**src/rtl/prio_intc_pkg.sv**
```systemverilog
package prio_intc_pkg;
  localparam int SW_SRC = 8;
  localparam int PRIO_W = 4;
  localparam int REG_W  = 16;

  localparam int ADDR_CPR   = 0;
  localparam int ADDR_EOI   = 1;
  localparam int ADDR_SWCTL = 2;

  typedef logic [PRIO_W-1:0] prio_t;

  typedef struct packed {
    logic              ack;
    logic              cprWr;
    logic              eoiWr;
    logic              prioWr;
    logic [SW_SRC-1:0] swSet;
    logic [SW_SRC-1:0] swClr;
  } ctrl_strobes_t;
endpackage

```
**src/rtl/prio_intc_arb.sv**
```systemverilog
module prio_intc_arb
  import prio_intc_pkg::*;
#(
  parameter int NUM_SRC = 16,
  localparam int VEC_W = $clog2(NUM_SRC)
) (
  input  logic [NUM_SRC-1:0] pending,
  input  prio_t              prioArr [NUM_SRC],
  output logic               found,
  output logic [VEC_W-1:0]   winVec,
  output prio_t              winPrio
);
  // Scan from the top vector down; ">=" lets a lower vector take over a tie.
  always_comb begin
    found   = 1'b0;
    winVec  = '0;
    winPrio = '0;
    for (int v = NUM_SRC - 1; v >= 0; v--) begin
      if (pending[v] && (prioArr[v] != '0) && (prioArr[v] >= winPrio)) begin
        found   = 1'b1;
        winPrio = prioArr[v];
        winVec  = VEC_W'(v);
      end
    end
  end
endmodule

```
**src/rtl/prio_intc_ctrl.sv**
```systemverilog
module prio_intc_ctrl
  import prio_intc_pkg::*;
#(
  parameter int ADDR_W = 6
) (
  input  logic              regWrEn,
  input  logic [ADDR_W-1:0] regAddr,
  input  logic [REG_W-1:0]  regWdata,
  input  logic              ackIn,
  input  logic              irqReq,
  output ctrl_strobes_t     strobes
);
  logic ackTaken;
  logic hitCpr, hitEoi, hitSw;

  always_comb begin
    ackTaken = ackIn && irqReq;
    hitCpr   = regWrEn && (regAddr == ADDR_W'(ADDR_CPR));
    hitEoi   = regWrEn && (regAddr == ADDR_W'(ADDR_EOI));
    hitSw    = regWrEn && (regAddr == ADDR_W'(ADDR_SWCTL));

    strobes.ack    = ackTaken;
    // An acknowledge owns the priority/stack path; a colliding write is dropped.
    strobes.cprWr  = hitCpr && !ackTaken;
    strobes.eoiWr  = hitEoi && !ackTaken;
    strobes.prioWr = regWrEn && regAddr[ADDR_W-1];
    strobes.swSet  = hitSw ? regWdata[SW_SRC-1:0] : '0;
    strobes.swClr  = hitSw ? regWdata[2*SW_SRC-1:SW_SRC] : '0;
  end
endmodule

```
**src/rtl/prio_intc_dp.sv**
```systemverilog
module prio_intc_dp
  import prio_intc_pkg::*;
#(
  parameter int NUM_PERIPH  = 8,
  parameter int STACK_DEPTH = 16,
  parameter int ADDR_W      = 6,
  localparam int NUM_SRC = SW_SRC + NUM_PERIPH,
  localparam int VEC_W   = $clog2(NUM_SRC),
  localparam int SP_W    = $clog2(STACK_DEPTH + 1)
) (
  input  logic                  clk,
  input  logic                  rstN,
  input  ctrl_strobes_t         strobes,
  input  logic [ADDR_W-1:0]     regAddr,
  input  logic [REG_W-1:0]      regWdata,
  input  logic [NUM_PERIPH-1:0] periphReq,
  output logic [REG_W-1:0]      regRdata,
  output logic                  irqReq,
  output logic [VEC_W-1:0]      irqVector,
  output prio_t                 curPrioOut,
  output prio_t                 winPrioOut,
  output logic [SP_W-1:0]       stackDepthOut
);
  localparam int IDX_W  = (STACK_DEPTH > 1) ? $clog2(STACK_DEPTH) : 1;
  localparam int LOWA_W = ADDR_W - 1;

  prio_t                 prioReg [NUM_SRC];
  logic [NUM_SRC-1:0]    pending, pendNext;
  logic [NUM_PERIPH-1:0] periphPrev;
  prio_t                 curPrio;
  prio_t                 stackMem [STACK_DEPTH];
  logic [SP_W-1:0]       sp, spDec;
  logic [IDX_W-1:0]      pushIdx, popIdx;
  logic                  stackFull, stackEmpty;
  logic                  found;
  logic [VEC_W-1:0]      winVec;
  prio_t                 winPrio;

  prio_intc_arb #(.NUM_SRC(NUM_SRC)) u_arb (
    .pending (pending),
    .prioArr (prioReg),
    .found   (found),
    .winVec  (winVec),
    .winPrio (winPrio)
  );

  assign stackFull  = (sp == SP_W'(STACK_DEPTH));
  assign stackEmpty = (sp == '0);
  assign spDec      = sp - SP_W'(1);
  assign pushIdx    = IDX_W'(sp);
  assign popIdx     = IDX_W'(spDec);

  assign irqReq    = found && (winPrio > curPrio) && !stackFull;
  assign irqVector = winVec;

  // Pending next-state: set sources dominate clears and acknowledge.
  for (genvar v = 0; v < NUM_SRC; v++) begin : g_pend
    logic clrAck;
    assign clrAck = strobes.ack && (winVec == VEC_W'(v));
    if (v < SW_SRC) begin : g_sw
      assign pendNext[v] = (pending[v] & ~clrAck & ~strobes.swClr[v]) | strobes.swSet[v];
    end else begin : g_per
      assign pendNext[v] = (pending[v] & ~clrAck)
                         | (periphReq[v-SW_SRC] & ~periphPrev[v-SW_SRC]);
    end

    always_ff @(posedge clk) begin
      if (!rstN) begin
        prioReg[v] <= '0;
      end else if (strobes.prioWr && (regAddr[LOWA_W-1:0] == LOWA_W'(v))) begin
        prioReg[v] <= regWdata[PRIO_W-1:0];
      end
    end
  end

  always_ff @(posedge clk) begin
    if (!rstN) begin
      pending    <= '0;
      periphPrev <= '0;
    end else begin
      pending    <= pendNext;
      periphPrev <= periphReq;
    end
  end

  always_ff @(posedge clk) begin
    if (!rstN) begin
      curPrio <= '0;
      sp      <= '0;
    end else if (strobes.ack) begin
      curPrio <= winPrio;
      sp      <= sp + SP_W'(1);
    end else if (strobes.cprWr) begin
      curPrio <= regWdata[PRIO_W-1:0];
    end else if (strobes.eoiWr && !stackEmpty) begin
      curPrio <= stackMem[popIdx];
      sp      <= spDec;
    end
  end

  always_ff @(posedge clk) begin
    if (strobes.ack) begin
      stackMem[pushIdx] <= curPrio;
    end
  end

  always_comb begin
    regRdata = '0;
    if (regAddr[ADDR_W-1]) begin
      for (int v = 0; v < NUM_SRC; v++) begin
        if (regAddr[LOWA_W-1:0] == LOWA_W'(v)) begin
          regRdata[PRIO_W-1:0] = prioReg[v];
        end
      end
    end else if (regAddr == ADDR_W'(ADDR_CPR)) begin
      regRdata[PRIO_W-1:0] = curPrio;
    end else if (regAddr == ADDR_W'(ADDR_SWCTL)) begin
      regRdata[SW_SRC-1:0] = pending[SW_SRC-1:0];
    end
  end

  assign curPrioOut    = curPrio;
  assign winPrioOut    = winPrio;
  assign stackDepthOut = sp;
endmodule

```
**src/rtl/prio_intc.sv**
```systemverilog
module prio_intc
  import prio_intc_pkg::*;
#(
  parameter int NUM_PERIPH  = 8,
  parameter int STACK_DEPTH = 16,
  parameter int ADDR_W      = 6,
  localparam int NUM_SRC = SW_SRC + NUM_PERIPH,
  localparam int VEC_W   = $clog2(NUM_SRC),
  localparam int SP_W    = $clog2(STACK_DEPTH + 1)
) (
  input  logic                  clk,
  input  logic                  rstN,
  input  logic                  regWrEn,
  input  logic [ADDR_W-1:0]     regAddr,
  input  logic [15:0]           regWdata,
  output logic [15:0]           regRdata,
  input  logic [NUM_PERIPH-1:0] periphReq,
  output logic                  irqReq,
  output logic [VEC_W-1:0]      irqVector,
  input  logic                  ackIn
);
  ctrl_strobes_t   strobes;
  prio_t           curPrio;
  prio_t           winPrio;
  logic [SP_W-1:0] stackDepth;

  prio_intc_ctrl #(.ADDR_W(ADDR_W)) u_ctrl (
    .regWrEn  (regWrEn),
    .regAddr  (regAddr),
    .regWdata (regWdata),
    .ackIn    (ackIn),
    .irqReq   (irqReq),
    .strobes  (strobes)
  );

  prio_intc_dp #(
    .NUM_PERIPH  (NUM_PERIPH),
    .STACK_DEPTH (STACK_DEPTH),
    .ADDR_W      (ADDR_W)
  ) u_dp (
    .clk           (clk),
    .rstN          (rstN),
    .strobes       (strobes),
    .regAddr       (regAddr),
    .regWdata      (regWdata),
    .periphReq     (periphReq),
    .regRdata      (regRdata),
    .irqReq        (irqReq),
    .irqVector     (irqVector),
    .curPrioOut    (curPrio),
    .winPrioOut    (winPrio),
    .stackDepthOut (stackDepth)
  );
endmodule

```
**config.mk**
```make
export PLATFORM = sky130hd
export DESIGN_NAME = prio_intc
export DESIGN_NICKNAME = d
export VERILOG_FILES = /design/src/rtl/prio_intc_pkg.sv /design/src/rtl/prio_intc_arb.sv /design/src/rtl/prio_intc_ctrl.sv /design/src/rtl/prio_intc_dp.sv /design/src/rtl/prio_intc.sv
export SDC_FILE = /design/constraint.sdc
export NUM_CORES = 1
export LEC_CHECK = 0
export ABC_CLOCK_PERIOD_IN_PS = 91500
export BUFFER_PORTS_ARGS = -buffer_cell sky130_fd_sc_hd__clkbuf_2
export CAP_MARGIN = 10
export CORE_ASPECT_RATIO = 1.5
export CORE_MARGIN = 2
export CORE_UTILIZATION = 35
export CTS_CLUSTER_DIAMETER = 40
export DETAILED_ROUTE_END_ITERATION = 7
export GPL_ROUTABILITY_DRIVEN = 0
export GPL_TIMING_DRIVEN = 0
export PLACE_DENSITY_LB_ADDON = 0.05
export SYNTH_ARGS = -nofsm -noshare
export SYNTH_HDL_FRONTEND = slang
export SYNTH_HIERARCHICAL = 1
export SYNTH_SLANG_ARGS = --single-unit
```
**constraint.sdc**
```tcl
create_clock -name clk -period 91.5 [get_ports clk]
set_input_delay 18.3 -clock clk [delete_from_list [all_inputs] [get_ports clk]]
set_output_delay 18.3 -clock clk [all_outputs]
set_load 0.005 [all_outputs]
```
-- Word level (Yosys, flattened, before mapping)
Memories as Yosys holds them, arrays and structs flattened.
Index checks and enable logic that the tools add are counted.
- output and inout bits: 21
- memory bits (writable): 64
- bits of input ports: 34
- logic and storage cells: 333
- memories kept: 1
- register bits: 97
- reduce and logical (&&, ||, !) cells: 100
- add/subtract/negate cells: 2
- equality and inequality tests: 34
- bitwise gates (word level): 80
- magnitude comparators: 17
- multiplexer cells: 79
- memories (memory ; depth ; width ; read ports ; clocked after Yosys merged registers in ; wr ports ; line ; RTL):
    u_dp.stackMem ; 16 ; 4 ; 1 ; 0 ; 1 ; prio_intc_dp.sv:31 ; prio_t stackMem [STACK_DEPTH];
- operators by type and width (kind ; count):
    two-way mux 4 bit ; 55
    logical AND 1 bit ; 74
    nonzero test 4 bit ; 16
    greater-or-equal comparator 4 bit ; 15
    equality test 5 x 4 -> 1 bit, second input constant ; 8
    bitwise AND 1 bit ; 32
    equality test 4 bit, second input constant ; 8
    NOT 1 bit ; 32
    two-way mux 8 bit ; 3
    equality test 5 x 3 -> 1 bit, second input constant ; 4
    two-way mux 1 bit ; 18
    equality test 4 x 3 -> 1 bit, second input constant ; 4
    bitwise OR 1 bit ; 16
    two-way mux 5 bit ; 3
    equality test 5 x 2 -> 1 bit, second input constant ; 2
    zero test 5 bit ; 2
    equality test 4 x 2 -> 1 bit, second input constant ; 2
    equality test 6 x 1 -> 1 bit, second input constant ; 1
    equality test 6 x 2 -> 1 bit, second input constant ; 1
    zero test 6 bit ; 1
    adder 5 x 1 -> 5 bit, second input constant ; 1
    equality test 5 x 1 -> 1 bit, second input constant ; 1
    equality test 5 bit, second input constant ; 1
    subtractor 5 x 1 -> 5 bit, second input constant ; 1
    9 further kinds ; 11

-- Logic depth before layout (Yosys ltp)
Gate-level depths: netlist (run 1).
- word-level depth: 59
- gate-level depth with buffers: 136

-- Modules after synthesis
Netlist (run 1), hierarchy kept.
- modules (own cells, without submodules) (module ; cells an instance ; area each (um2) ; times used ; seq. area each (um2)):
    prio_intc_dp ; 704 ; 7731.2 ; 1 ; 3863.7
    prio_intc_arb ; 474 ; 3412.0 ; 1 ; 0.0
    prio_intc_ctrl ; 45 ; 301.5 ; 1 ; 0.0

-- Worst setup path after synthesis (run 1)
No wires, ideal clock.
- path kind: flip-flop to output port
- start: register u_dp.pending[15]
- end: output irqReq
- data required time: 73.200 ns
- stages on the path, launching flop included: 125
- setup slack: 49.991 ns
- arrival: 23.209 ns
- path through: dfxtp_1 and2_1 ha_1 nor3b_2 o21ai_2 and2_4 mux2_4 ha_1 nand2b_1 a21o_1 o211ai_1 o31a_2 mux2_4 ha_1 nand2b_1 a21o_1 maj3_1 a21oi_1 [89 not listed] o41ai_1 o21a_1 a22oi_1 ha_1 a21o_1 a21o_1 a21oi_1 nor2b_1 o21a_1 nor2_1 o21a_1 a21o_1 ha_1 nor2b_1 o21ai_0 nand2b_1 a21oi_1 nor2_1
- cells in the longest elaborated chain, start to end: 51
- elaborated cells between the ends (all ways): 67
- those cells by class: order compare (16); mux (32); reduce/logical (19)
- ends and longest elaborated chain (element ; line ; RTL):
    from (decl) ; prio_intc_dp.sv:28 ; logic [NUM_SRC-1:0] pending, pendNext;
    from (signal assigned) ; prio_intc_dp.sv:81 ; pending <= pendNext;
    logical AND 1 bit (*) (2 in series) ; prio_intc_arb.sv:19 ; if (pending[v] && (prioArr[v] != '0) && (prioArr[v] >= winPrio)) begin
    two-way mux 4 bit (*) ; prio_intc_arb.sv:19 ;
    greater-or-equal comparator 4 bit ; prio_intc_arb.sv:19 ;
    logical AND 1 bit ; prio_intc_arb.sv:19 ;
    two-way mux 4 bit (*) ; prio_intc_arb.sv:19 ;
    greater-or-equal comparator 4 bit ; prio_intc_arb.sv:19 ;
    logical AND 1 bit ; prio_intc_arb.sv:19 ;
    two-way mux 4 bit (*) ; prio_intc_arb.sv:19 ;
    [34 not listed] ; - ;
    logical AND 1 bit ; prio_intc_arb.sv:19 ;
    two-way mux 4 bit (*) ; prio_intc_arb.sv:19 ;
    greater-or-equal comparator 4 bit ; prio_intc_arb.sv:19 ;
    logical AND 1 bit ; prio_intc_arb.sv:19 ;
    two-way mux 4 bit (*) ; prio_intc_arb.sv:19 ;
    net winPrio[1] ; prio_intc.sv:24 ; prio_t winPrio;
    > comparator 4 bit (*) ; prio_intc_dp.sv:53 ; assign irqReq = found && (winPrio > curPrio) && !stackFull;
    logical AND 1 bit (*) (2 in series) ; prio_intc_dp.sv:53 ;
    to (decl) ; prio_intc.sv:18 ; output logic irqReq,
Mark *: on every way through the listed nets, which the timed path passes. The rest lies on a longest branch.

-- Worst setup path in the final report (run 1)
Ends and elaborated chain as after synthesis.

==> flow_metrics.py, run 1 <==
metrics = {
    "power_and_ir_drop": {
        "p_per_area_nw_per_um2": 12.4,
        "p_int_uw": 115,
        "vdd_drop_max_mv": 0.0127,
        "clkPwrFrac": 0.448,
        "p_seq_frac": 0.477,
        "switching_share": 0.273,
        "switchingPower_uw": 43.4,
        "power_leakage_nw": 4.90,
        "comb_power_share": 0.075,
    },
    "sta": {
        "worst_slew_pin_slew_ps": 1100,
        "fmax_mhz": 21.7,
        "hold_slack_ps": 500,
        "min_period_ps": 46140,
        "relSlewSlack": 0.259,
        "finalClockSkew_ps": 13.7,
        "rsz0062_at_grt": "false",
        "finalHoldViolCount": 0,
        "setup_viol": 0,
        "setup_ws_ps": 45360,
        "period_share": 0.504,
        "drv_slew": 0,
        "timing.setup.tns_ps": 0,
    },
    "global_route": {
        "grt_pass1_wl_mm": 59.9,
        "grt_usage": 0.239,
        "antenna_found_initial": 1,
        "overflow": 0,
        "grt_max_degree": 20,
        "grt_pass1_vias": 9714,
    },
    "worst_setup_path": {
        "crit_arrival_ps": 27840,
        "critical_path.max_fanout": 9,
        "crit_required_ps": 73200,
        "slowest_delay_ps": 600,
        "end_kind": "output pin",
        "cpMostUsedCell": "ha_1",
        "cpMaxStageDelayCell": "o22ai_1",
        "critical_path_class": "register to output pin",
        "start_kind": "register",
    },
    "floorplan": {
        "dieArea_um2": 34200,
        "pin_count": 55,
        "fp.dieH_um": 225,
        "fp-row-count": 81,
        "core-area_um2": 32400,
        "die_width_um": 152,
        "initial_core_util": 0.353,
    },
    "clock_tree": {
        "cts_sinks": 161,
        "cts_tree": "yes",
        "postCtsHoldBufs": 0,
        "clk_latency_ps": 450,
        "cts_buffers": 17,
        "path_clk_slew_ps": 70,
        "ctsResizeCount": 0,
        "cts-htree-levels": 4,
        "post-cts-setup-buffer-count": 0,
        "ctsLongestPathBuffers": 2,
        "cts_root_buffer": "clkbuf_16",
    },
    "finish": {
        "antennaDiodeCount": 0,
        "nets": 1384,
        "seqCellArea_um2": 3860,
        "finalNonFillerCells": 1723,
        "syn_to_final_growth_pct": 11.9,
        "multi_input_area_um2": 7030,
        "drive_above_1_share": 0.146,
        "fillers": 3321,
    },
    "detailed_routing": {
        "first_pass_iters": 5,
        "ant_nets": 0,
        "drcViolationCount": 0,
        "drt_iter0_drc": 487,
        "vias": 9727,
        "via_per_inst": 5.65,
        "routed_wl_mm": 39.9,
        "wire_per_inst_um": 23.2,
    },
    "synth": {
        "syn_inst": 1223,
        "ys.flop_type": "dfxtp_1",
        "synth-seq-cells": 161,
        "yosys_warnings": 6,
        "synth-edff-count": 64,
        "netlist.area_leader.share": 0.170,
        "synth-async-reset-ratio": 0,
        "synthDistinctLibCells": 111,
        "syn_avg_cell_area_um2": 9.36,
        "ys_top_cells_by_area": "dfxtp_1 17%, edfxtp_1 17%, ha_1 6.0%, mux2i_1 5.4%, nor2b_1 4.0%",
        "yosysMostFrequentCell": "dfxtp_1",
        "synth_top_cell_by_area": "dfxtp_1",
        "seq_area_frac_synth": 0.338,
        "syn_area_um2": 11400,
        "yosys-top-cells-count": "97 x dfxtp_1, 79 x nand2_1, 73 x nor2b_1, 70 x nor2_1, 64 x edfxtp_1",
    },
    "placed_design": {
        "portBuffers": 45,
        "dpl.hpwl_mm": 31.9,
        "post-place-ws_ps": 45980,
        "dp_cells": 1690,
    },
    "hold_path": {
        "worst_hold_path_type": "register to register",
    },
    "flow_run": {
        "max-cap-violations": 0,
    },
    "status": {
        "outcome": "complete, no violations",
    },
}
-- per-layer routing --
metal | GRT usage | share of wire
met5 | 0 | 0
met4 | 0.0911 | 0.034
met3 | 0.0281 | 0.030
met2 | 0.462 | 0.55
met1 | 0.258 | 0.38
-- critical path, delay by kind of cell, from the launching register on --
family,cells,cell delay (ps)
AOI/OAI and AO/OA,60,13170
adders and majority gates,18,5020
buffers and inverters,5,550
DFF,1,550
muxes,7,2370
and+or+nand+nor,33,5620
-- state kept, by name, indices dropped and copies added (netlist names) --
register            count
u_dp/stackMem          64
u_dp/pending           16
u_dp/periphPrev         8
u_dp/stackDepthOut      5
u_dp/prioReg           64
u_dp/curPrioOut         4
-- cells in the final DEF, fill, tap and decap left out, types with 22 or more instances in the layout --
| cell | instances |
|---|---|
| nand2b_1 | 38 |
| ha_1 | 55 |
| clkbuf_1 | 34 |
| edfxtp_1 | 64 |
| o21ai_0 | 35 |
| dfxtp_1 | 97 |
| and2_1 | 32 |
| clkbuf_2 | 50 |
| a21oi_1 | 53 |
| a21o_1 | 22 |
| nor2b_1 | 73 |
| inv_1 | 62 |
| nand2_1 | 79 |
| mux2i_1 | 62 |
| nor2_1 | 70 |
| nand3_1 | 38 |
| o21a_1 | 27 |
| nor3_1 | 25 |
-- power by group through the flow --
stage | logic [mW] | registers, mW | clock network, mW
2_1_floorplan | 0.00730 | 0.0767 | 0
3_3_place_gp | 0.0117 | 0.0775 | 0
3_5_place_dp | 0.0118 | 0.0775 | 0
4_1_cts | 0.0118 | 0.0758 | 0.0735
5_1_grt | 0.0128 | 0.0758 | 0.0761
6_report | 0.0119 | 0.0758 | 0.0712
-- metrics by stage --
step	utilization	instance area (um^2)	total power [mW]
5_1_grt	0.395	12800	0.165
3_5_place_dp	0.377	12200	0.0892
2_1_floorplan	-	11500	0.0840
4_1_cts	0.395	12800	0.161
3_3_place_gp	0.377	12200	0.0892
6_report	0.395	12800	0.159
-- path summary, 6_finish.rpt --
check	start	end	slack [ps]	depth (start not counted)
setup / recovery	u_dp/pending[15]	irqReq	45360	123
hold / removal	u_dp/stackDepthOut[4]	u_dp/stackDepthOut[4]	500	2
setup reg to reg	u_dp/pending[15]	u_dp/stackMem[1][2]	61670	129
hold reg to reg	u_dp/stackDepthOut[4]	u_dp/stackDepthOut[4]	500	2
-- cells by family after synthesis --
group	Yosys count	share of synthesized area
AO/OA/AOI/OAI	320	0.210
buffers and inverters	129	0.0506
flip-flops	161	0.338
XOR/XNOR	4	0.00372
AND/OR/NAND/NOR	449	0.222
other	1	0.000328
multiplexers	101	0.112
adder cells (fa/ha/maj)	58	0.0628
-- area by class of cell --
cell class / count / share of cell area
buffer: 67 / 0.0271
inverter: 62 / 0.0182
sequential: 161 / 0.302
clock buffer: 17 / 0.0332
clock inverter: 15 / 0.0122
multi-input combinational: 940 / 0.549
timing repair buffer: 46 / 0.0180
tap: 415 / 0.0406
Power figures use the tool's default switching activity.
==> run 2: changes to the inputs <==
Settings changed: ABC_AREA set to 1, ABC_CLOCK_PERIOD_IN_PS 91500 to 46400.
Clock period 91.5 ns to 46.4 ns, I/O delays scaled along.
==> flow_metrics.py, run 2 <==
metrics = {
    "worst_setup_path": {
        "rr_startpoint": "u_dp/prioReg[3]",
        "path_buf_inv": 22,
        "critPathLaunch": "u_dp/prioReg[3]",
        "critical_path_class": "register to output pin",
        "r2r_slack_ps": 23110,
        "crit_family": "compound AO/OA/AOI/OAI gates",
        "end_kind": "output pin",
        "cpMostUsedCell": "nand2_1",
        "cpMaxStageDelayCell": "a311oi_1",
        "crit_arrival_ps": 21500,
        "critical_path.max_fanout": 10,
        "crit_required_ps": 37120,
        "start_kind": "register",
        "slowest_delay_ps": 420,
    },
    "synth": {
        "seq_area_frac_synth": 0.375,
        "synth_top_family_by_area": "simple AND/OR/NAND/NOR gates",
        "synthDistinctLibCells": 48,
        "muxShareOfSynthArea": 0,
        "ys_top_cells_by_area": "dfxtp_1 19%, edfxtp_1 19%, nand2_1 9.5%, o21ai_0 7.5%, nor2_1 7.1%",
        "synth-seq-cells": 161,
        "yosys_warnings": 6,
        "synth-edff-count": 64,
        "synth-async-reset-ratio": 0,
        "syn_avg_cell_area_um2": 7.25,
        "synth-compound-area-share": 0.147,
        "synth_top_cell_by_area": "dfxtp_1",
        "ys.flop_type": "dfxtp_1",
        "yosys-top-cells-count": "260 x nand2_1, 194 x nor2_1, 189 x inv_1, 155 x o21ai_0, 106 x nand3_1",
        "yosys.area_share.simple": 0.310,
        "synth_xor_area_frac": 0.00438,
        "syn_inst": 1420,
        "synthAdderAreaFrac": 0.0669,
        "netlist.area_leader.share": 0.189,
        "syn_area_um2": 10300,
        "yosysMostFrequentCell": "nand2_1",
    },
    "global_route": {
        "grt_usage": 0.230,
        "grt_max_degree": 20,
        "grt_pass1_vias": 8912,
        "grt_pass1_wl_mm": 52.3,
        "overflow": 0,
        "antenna_found_initial": 0,
    },
    "clock_tree": {
        "cts_tree": "yes",
        "path_clk_slew_ps": 60,
        "clk_latency_ps": 440,
        "cts-htree-levels": 4,
        "ctsResizeCount": 0,
        "cts_buffers": 17,
        "post-cts-setup-buffer-count": 0,
        "cts_root_buffer": "clkbuf_16",
        "ctsLongestPathBuffers": 2,
        "cts_sinks": 161,
        "postCtsHoldBufs": 0,
    },
    "floorplan": {
        "die_width_um": 144,
        "pin_count": 55,
        "dieArea_um2": 30800,
        "core-area_um2": 28800,
        "fp.dieH_um": 214,
        "fp-row-count": 76,
        "initial_core_util": 0.357,
    },
    "finish": {
        "design_area_um2": 11600,
        "seqCellArea_um2": 3860,
        "fillers": 3084,
        "reg_top3": "u_dp/prioReg (64), u_dp/stackMem (64), u_dp/pending (16)",
        "antennaDiodeCount": 0,
        "nets": 1580,
        "final_common_cell": "nand2_1",
        "post-route-util": 0.402,
        "drive_above_1_share": 0.126,
        "layout_common_cells": "260 x nand2_1, 194 x nor2_1, 189 x inv_1, 155 x o21ai_0, 106 x nand3_1",
        "multi_input_area_um2": 5470,
        "syn_to_final_growth_pct": 12.6,
    },
    "detailed_routing": {
        "ant_nets": 0,
        "vias": 9589,
        "first_pass_iters": 5,
        "drcViolationCount": 0,
        "routed_wl_mm": 35.2,
        "via_per_inst": 5.06,
        "drt_iter0_drc": 488,
        "wire_per_inst_um": 18.6,
    },
    "sta": {
        "min_period_ps": 30780,
        "fmax_mhz": 32.5,
        "rsz0062_at_grt": "false",
        "relSlewSlack": 0.408,
        "worst_slew_pin_slew_ps": 886,
        "setup_viol": 0,
        "drv_slew": 0,
        "finalClockSkew_ps": 6.20,
        "period_share": 0.663,
        "timing.setup.tns_ps": 0,
        "finalHoldViolCount": 0,
        "hold_slack_ps": 414,
    },
    "placed_design": {
        "placedInstanceArea_um2": 11000,
        "dpl.hpwl_mm": 27.3,
        "portBuffers": 45,
    },
    "power_and_ir_drop": {
        "power_leakage_nw": 4.60,
        "p_per_area_nw_per_um2": 27.5,
        "vdd_drop_max_mv": 0.0283,
    },
    "hold_path": {
        "worst_hold_path_type": "register to register",
        "hold_path.startpoint": "u_dp/periphPrev[6]",
    },
    "flow_run": {
        "max-cap-violations": 0,
    },
    "status": {
        "outcome": "complete, no violations",
    },
}
## run 2: changes by cell type in the layout (fill, tap and decap cells not counted), sizes merged, moves of 38 or more
cell    delta
mux2i     -63
nor2     +137
nor2b     -73
nand2    +227
nand3     +79
inv      +131
o21ai    +107
nand2b    -38
## run 2: per-layer routing
metal | part of all wire | wire length, um | vias to the layer above | GRT usage
met2 | 0.52 | 18200 | 252 | 0.415
met5 | 0 | 0 | - | 0
met4 | 0.041 | 1450 | 0 | 0.102
li1 | - | - | 4824 | -
met3 | 0.036 | 1270 | 79 | 0.0333
met1 | 0.41 | 14300 | 4434 | 0.264
## run 2: cells by family (layout without fill, tap and decap cells)
| logic type | after synthesis | count (layout) |
|---|---|---|
| AND/OR/NAND/NOR | 687 | 687 |
| XOR/XNOR | 3 | 3 |
| other | 1 | 8 |
| flip-flops | 161 | 161 |
| buffers and inverters | 244 | 321 |
| adder cells (fa/ha/maj) | 55 | 55 |
| AO/OA/AOI/OAI | 269 | 269 |
## run 2: report_power, final
part           switching (mW)  total [mW]  internal, mW
Combinational          0.0223      0.0323        0.0100
Clock                  0.0623       0.137        0.0747
Sequential            0.00153       0.149         0.148
## run 2: worst paths after layout
check	end	cells past startpoint
min reg2reg	u_dp/pending[14]	1
min	u_dp/pending[14]	1
max	irqReq	160
max reg2reg	u_dp/stackMem[0][2]	166
## run 2: worst reg2reg max path: cells and delay by family, from the launching register on
family          cells  cell delay [ps]
flops               1              380
compound gates     42             6890
buf+inv            25             3160
fa+ha+maj          16             4700
simple gates       83             7840
## run 2: layout make-up
cell class / instances / area share
clock inverters: 14 / 0.0111
clock buffers: 18 / 0.0370
plain buffers: 45 / 0.0203
inverters: 199 / 0.0645
repair buffers: 45 / 0.0194
well taps: 390 / 0.0421
flip-flops and latches: 161 / 0.333
multi-input cells: 1022 / 0.472
## run 2: stage by stage
| stage | std cells | power [mW] | setup slack, ps |
|---|---|---|---|
| 2_1_floorplan | 1427 | 0.173 | 19660 |
| 3_3_place_gp | 1862 | 0.184 | 16300 |
| 3_5_place_dp | 1862 | 0.185 | 16070 |
| 4_1_cts | 1894 | 0.323 | 15510 |
| 5_1_grt | 1894 | 0.332 | 13120 |
| 6_report | 1894 | 0.319 | 15620 |
